--- src/rtl/rf_pkg.sv ---
package rf_pkg;

    typedef enum logic {
        RF_DISTRIB = 1'b0,
        RF_BURST   = 1'b1
    } rf_mode_e;

    // Saturating ledger step: one increment and one decrement may meet.
    function automatic int unsigned owed_step(
        input int unsigned cur,
        input logic        inc,
        input logic        dec,
        input int unsigned cap
    );
        int unsigned nxt;
        nxt = cur;
        if (inc && !dec) begin
            nxt = (cur >= cap) ? cap : cur + 1;
        end else if (dec && !inc && cur != 0) begin
            nxt = cur - 1;
        end
        return nxt;
    endfunction

endpackage

--- src/rtl/rf_period_timer.sv ---
module rf_period_timer #(
    parameter int PERIOD_CYCLES = 6400000,
    parameter int INTERVAL      = 1562
) (
    input  logic clk,
    input  logic rst,
    output logic period_start,
    output logic ivl_tick
);
    localparam int PW = (PERIOD_CYCLES > 1) ? $clog2(PERIOD_CYCLES) : 1;
    localparam int IW = (INTERVAL > 1) ? $clog2(INTERVAL) : 1;

    logic [PW-1:0] pcnt_q;
    logic [IW-1:0] icnt_q;

    assign period_start = (pcnt_q == '0);
    assign ivl_tick     = (icnt_q == IW'(INTERVAL - 1));

    always_ff @(posedge clk) begin
        if (rst) begin
            pcnt_q <= '0;
            icnt_q <= '0;
        end else begin
            pcnt_q <= (pcnt_q == PW'(PERIOD_CYCLES - 1)) ? '0 : pcnt_q + 1'b1;
            icnt_q <= ivl_tick ? '0 : icnt_q + 1'b1;
        end
    end

    // Interval ticks are isolated single pulses (INTERVAL >= 2).
    assert_tick_single_R2: assert property (@(posedge clk) disable iff (rst)
        ivl_tick |=> !ivl_tick);

endmodule

--- src/rtl/rf_credit_src.sv ---
module rf_credit_src
    import rf_pkg::*;
#(
    parameter int REF_COUNT = 4096
) (
    input  logic     clk,
    input  logic     rst,
    input  rf_mode_e mode,
    input  logic     period_start,
    input  logic     ivl_tick,
    input  logic     owed_full,
    output logic     credit
);
    localparam int BW = $clog2(REF_COUNT + 1);

    logic [BW-1:0] quota_q;
    logic          burst_credit;

    assign burst_credit = (quota_q != '0) && !owed_full;

    generate
        if (REF_COUNT > 0) begin : g_mux
            always_comb begin
                case (mode)
                    RF_BURST: credit = burst_credit;
                    default:  credit = ivl_tick;
                endcase
            end
        end
    endgenerate

    always_ff @(posedge clk) begin
        if (rst || mode != RF_BURST) begin
            quota_q <= '0;
        end else if (period_start) begin
            quota_q <= BW'(REF_COUNT);
        end else if (burst_credit) begin
            quota_q <= quota_q - 1'b1;
        end
    end

    // Each period start in burst mode yields a full quota on the next cycle.
    assert_quota_reload_R7: assert property (@(posedge clk) disable iff (rst)
        (mode == RF_BURST && period_start) |=> quota_q == BW'(REF_COUNT));

endmodule

--- src/rtl/rf_owed_ledger.sv ---
module rf_owed_ledger
    import rf_pkg::*;
#(
    parameter int OWED_MAX   = 8,
    parameter int TRC_CYCLES = 7,
    parameter int OW         = $clog2(OWED_MAX + 1)
) (
    input  logic          clk,
    input  logic          rst,
    input  logic          credit,
    input  logic          ref_ack,
    output logic          ref_req,
    output logic [OW-1:0] owed_cnt,
    output logic          urgent
);
    localparam int GW = (TRC_CYCLES > 1) ? $clog2(TRC_CYCLES) : 1;

    logic [OW-1:0] owed_q;
    logic [GW-1:0] gap_q;
    logic          accept;

    assign ref_req  = (owed_q != '0) && (gap_q == '0);
    assign accept   = ref_req && ref_ack;
    assign owed_cnt = owed_q;
    assign urgent   = (owed_q == OW'(OWED_MAX));

    always_ff @(posedge clk) begin
        if (rst) begin
            owed_q <= '0;
            gap_q  <= '0;
        end else begin
            owed_q <= OW'(owed_step(int'(owed_q), credit, accept, OWED_MAX));
            if (accept) begin
                gap_q <= GW'(TRC_CYCLES - 1);
            end else if (gap_q != '0) begin
                gap_q <= gap_q - 1'b1;
            end
        end
    end

    assert_req_held_R3: assert property (@(posedge clk) disable iff (rst)
        (ref_req && !ref_ack) |=> ref_req);

    assert_ack_drains_R4: assert property (@(posedge clk) disable iff (rst)
        (accept && !credit) |=> owed_q == $past(owed_q) - 1'b1);

    assert_no_overflow_R5: assert property (@(posedge clk) disable iff (rst)
        (urgent && !accept) |=> urgent);

    assert_spacing_R6: assert property (@(posedge clk) disable iff (rst)
        accept |=> !ref_req);

endmodule

--- src/rtl/rf_sched.sv ---
module rf_sched
    import rf_pkg::*;
#(
    parameter int REF_COUNT     = 4096,
    parameter int PERIOD_CYCLES = 6400000,
    parameter int TRC_CYCLES    = 7,
    parameter int OWED_MAX      = 8,
    parameter int OW            = $clog2(OWED_MAX + 1)
) (
    input  logic          clk,
    input  logic          rst,
    input  logic          burst_mode,
    input  logic          ref_ack,
    output logic          ref_req,
    output logic [OW-1:0] owed_cnt,
    output logic          urgent
);
    localparam int INTERVAL = PERIOD_CYCLES / REF_COUNT;

    rf_mode_e mode;
    logic     period_start;
    logic     ivl_tick;
    logic     credit;

    assign mode = burst_mode ? RF_BURST : RF_DISTRIB;

    rf_period_timer #(
        .PERIOD_CYCLES(PERIOD_CYCLES),
        .INTERVAL     (INTERVAL)
    ) u_timer (
        .clk         (clk),
        .rst         (rst),
        .period_start(period_start),
        .ivl_tick    (ivl_tick)
    );

    rf_credit_src #(
        .REF_COUNT(REF_COUNT)
    ) u_credit (
        .clk         (clk),
        .rst         (rst),
        .mode        (mode),
        .period_start(period_start),
        .ivl_tick    (ivl_tick),
        .owed_full   (urgent),
        .credit      (credit)
    );

    rf_owed_ledger #(
        .OWED_MAX  (OWED_MAX),
        .TRC_CYCLES(TRC_CYCLES),
        .OW        (OW)
    ) u_ledger (
        .clk     (clk),
        .rst     (rst),
        .credit  (credit),
        .ref_ack (ref_ack),
        .ref_req (ref_req),
        .owed_cnt(owed_cnt),
        .urgent  (urgent)
    );

endmodule

--- config.mk ---
export PLATFORM = sky130hd
export DESIGN_NAME = rf_sched
export DESIGN_NICKNAME = d
export VERILOG_FILES = /design/src/rtl/rf_pkg.sv /design/src/rtl/rf_period_timer.sv /design/src/rtl/rf_credit_src.sv /design/src/rtl/rf_owed_ledger.sv /design/src/rtl/rf_sched.sv
export SDC_FILE = /design/constraint.sdc
export NUM_CORES = 1
export LEC_CHECK = 0
export ABC_AREA = 1
export BUFFER_PORTS_ARGS = -buffer_cell sky130_fd_sc_hd__buf_2
export CAP_MARGIN = 10
export CORE_MARGIN = 4
export CORE_UTILIZATION = 51
export DETAILED_ROUTE_END_ITERATION = 7
export PLACE_DENSITY = 0.77
export SYNTH_ARGS = -nofsm -noshare
export SYNTH_HDL_FRONTEND = slang
export SYNTH_HIERARCHICAL = 1
export SYNTH_SLANG_ARGS = --single-unit
--- constraint.sdc ---
create_clock -name clk -period 6.7 [get_ports clk]
set_clock_uncertainty 0.1 [all_clocks]
set_input_delay 0.67 -clock clk [delete_from_list [all_inputs] [get_ports clk]]
set_output_delay 0.67 -clock clk [all_outputs]
set_load 0.02 [all_outputs]
==> summary.txt <==
Run status
  – Outcome: finished clean

GRT
  – Initial antenna violation count: 0
  – Gr ovfl total: 0
  – Global-route usage over all layers: about 18%
  – Largest net degree at the start of global routing: 18
  – First-pass GRT wire length: 10800 µm
  – Vias in the first global route: 2560

Place
  – Port bufs: 9
  – RePlAce Congestion: 0.879
  – DP HPWL: ~4500 µm
  – Place WS: 3.92 ns

Timing
  – Final setup fails: 0
  – Tcrit/Tclk final: 42.0%
  – Fin. max-slew vios: 0
  – Fmax: 0.356 GHz
  – Slew @ Worst Pin: a little under 0.9 ns
  – Final Hold Viols: 0
  – Relative slew margins: 40.2%
  – Setup TNS: 0 ns
  – RSZ-0062 raised after global routing: false
  – Final Critical Period: 2.81 ns
  – Final WS setup: 3.89 ns

Pwr
  – Pwr Density: 392 nW/µm²
  – Leak: 1.49 nW
  – Sequential power share: 30.6%
  – Overall Power: between 1 and 1.5 mW
  – Clk pwr share: 20.1%
  – Switching share of power: roughly 44%
  – Internal power: ~0.74 mW
  – Combinational power share: around half
  – P_sw: between 0.5 and 0.6 mW
  – Maximum vdd drop: 0.000223 V

Worst setup path
  – Worst path slowest cell: o21ai_0
  – Critical path depth: 12
  – Most used cell, CP: inv_1
  – CP startpoint: u_ledger/owed_cnt[0]$_SDFFE_PP0P_
  – Worst Path Arrival: 2.92 ns
  – Worst r2r src: u_ledger/owed_cnt[0]$_SDFFE_PP0P_
  – R2r worst-path depth: 12
  – Crit-path max cell delay: 0.72 ns
  – Reg2Reg Setup Slack: just under 4 ns
  – Family with the most delay on the worst path: compound AO/OA/AOI/OAI gates
  – CP Max Fanout: 15
  – Crit. End Element: flip-flop
  – Crit path cell chain: inv_1 -> ha_1 -> nand2_1 -> nor2_1 -> inv_1 -> nand2_4 -> o21ai_0 -> inv_1 -> nand4_2 -> nand2_4 -> o21ai_1 -> nor2_1
  – Worst flop-to-flop path endpoint: u_ledger/owed_cnt[0]$_SDFFE_PP0P_
  – Crit path buf inv count: 3
  – Worst Path Class, Setup: flip-flop to flip-flop
  – Type of origin of the critical path: flip-flop
  – Worst path required time: about 6.8 ns
  – Worst setup path end: u_ledger/owed_cnt[0]$_SDFFE_PP0P_

Synth
  – Seq cells post-synth: 54
  – Async SR Flop Fraction: 0%
  – Register area share after synthesis: approximately a third
  – Post-Syn Area: just over 3000 µm²
  – Mapped Avg Cell Area: between 6 and 7 µm²
  – Post-synth EDFFs: 0
  – Synth Flop Type: dfxtp_1
  – Post-synth cell types: 29
  – Syn Inst Count: 469
  – Area fraction of the dominant cell type after synthesis: 34.7%
  – Top cells by area, synth: dfxtp_1, nand2_1, nor2_1
  – Mapped Nets: 483
  – Ys Warns: 6
  – Leading area contributor after synthesis: dfxtp_1

Floorplan
  – Die height: between 80 and 90 µm
  – # rows: 28
  – Core Region: about 5900 µm²
  – Die Span X: 86.1 µm
  – # IOs: 10
  – Die Area: 7420 µm²
  – Initial Utilization: 52.6%

Layout
  – Multi-input gate area: 1750 µm²
  – Storage cell area: 1080 µm²
  – Inserted Diodes: 0
  – Layout net count: 496
  – Fill cell count: 583
  – Area growth syn-to-layout: 7.96%
  – Share of cells above drive strength 1: a little over a tenth

Route
  – DRC errors left: 0
  – Total wire length: 5880 µm
  – Initial drt markers: 93
  – Via Count: 2792
  – Vias per cell: 5.00
  – Router iterations before antenna repair: 4
  – Post-route ant nets: 0
  – Routed WL per cell: 10.5 µm

Clocking
  – Clk slew on worst S/H paths: 0.10 ns
  – Buffer depth of the longest clock path: 2
  – H-tree levels: 2
  – Hold buffer count at cts: 0
  – Clock Sinks: 54
  – CTS tree: built
  – Post-CTS resize count: 0
  – CTS Buf Count: 5
  – Clock Latency Late Sink: 0.30 ns
  – Postcts setup bufs: 0
  – Clk root buf: clkbuf_8

Job
  – MaxCap Viol Count: 0

Hold path
  – Hold Path Class: flip-flop to flip-flop
  – HP Start: u_credit/quota_q[0]$_SDFFE_PP0P_
stage by stage:
step           util, %  cell area [µm²]  cells  hold WS [ns]
3_3_place_gp      54.4             3220    550         0.345
2_1_floorplan        -             3110    469         0.329
6_report          56.8             3360    558         0.372
5_1_grt           56.8             3360    558         0.418
4_1_cts           56.8             3360    558         0.374
3_5_place_dp      54.4             3220    550         0.356
worst min path at each step:
stage	end	slack, ns	depth (start not counted)
floorplan	u_timer/pcnt_q[0]$_SDFF_PP0_	0.33	1
global placement	u_timer/pcnt_q[0]$_SDFF_PP0_	0.34	1
detailed placement	u_timer/pcnt_q[0]$_SDFF_PP0_	0.36	1
CTS	u_credit/quota_q[0]$_SDFFE_PP0P_	0.37	2
global route	u_credit/quota_q[0]$_SDFFE_PP0P_	0.42	2
finish	u_credit/quota_q[0]$_SDFFE_PP0P_	0.37	2
worst register-to-register path, cell delays in order, from the launching register on:
cell and delay [ns]:
dfxtp_1 0.43, inv_1 0.08, ha_1 0.27, nand2_1 0.11
nor2_1 0.05, inv_1 0.12, nand2_4 0.13, o21ai_0 0.72
inv_1 0.22, nand4_2 0.20, nand2_4 0.08, o21ai_1 0.13
nor2_1 0.05
state kept, by name (all words and copies together), names as in the netlist:
name               flops
u_credit/quota_q      13
u_timer/icnt_q        11
u_timer/pcnt_q        23
u_ledger/gap_q         3
u_ledger/owed_cnt      4
power groups by stage:
| stage | Clock, mW | Sequential, mW | Combinational (mW) |
|---|---|---|---|
| 2_1_floorplan | 0 | 0.412 | 0.567 |
| 3_3_place_gp | 0 | 0.408 | 0.632 |
| 3_5_place_dp | 0 | 0.411 | 0.649 |
| 4_1_cts | 0.271 | 0.403 | 0.652 |
| 5_1_grt | 0.283 | 0.411 | 0.757 |
| 6_report | 0.265 | 0.403 | 0.650 |
cell families (layout without fill, tap and decap cells):
logic type,Yosys count,count (layout),share of synthesized area (%)
simple gates,285,285,42.1
xor+xnor,14,14,3.94
compound gates,38,38,6.31
fa+ha+maj,10,10,4.02
buf+inv,68,82,8.92
flops,54,54,34.7
cells in the mapped netlist (9+ instances only):
cell     count
nand4_1     15
nand2_1    102
inv_1       55
nand3_1     36
a21oi_1     25
dfxtp_1     54
ha_1        10
nor2_1      93
nor3_1       9
xor2_1      11
nor2_2      11
per-layer routing:
metal | GRT usage [%] | vias up | wire length (µm)
met5 | 0 | - | 0
met4 | 5.18 | 0 | 61
met3 | 3.46 | 8 | 235
met2 | 29.2 | 47 | 2690
met1 | 23.1 | 1231 | 2890
li1 | - | 1506 | -
cell usage in the layout, fill, tap and decap left out:
cell type  count
a21oi_1       25
nand4_2        1
nand3_4        2
nand2_4        5
buf_2          9
nor2_4         2
ha_1          10
clkinv_1       2
nor4_1         2
bufinv_16      2
nand2_2        3
nor3_1         9
xor2_1        11
or2_2          1
o21bai_1       1
or2_0          1
a21oi_2        1
nand3_1       36
nand2_1      102
nor2_2        11
o21ai_1        3
clkbuf_8       6
nor3_2         1
nand3_2        1
o21ai_0        8
nor2_1        93
inv_1         55
dfxtp_1       54
nand4_1       15
inv_2          8
xnor2_1        3
layout make-up:
cell class                 count  share of cell area, %
timing repair buffer           9                   1.34
sequential                    54                   32.2
multi-input combinational    347                   52.2
clock inverter                 2                   1.79
clock buffer                   6                   2.46
inverter                      65                   7.26
tap                           75                   2.79
No activity file was read; power rests on OpenSTA's default activity.
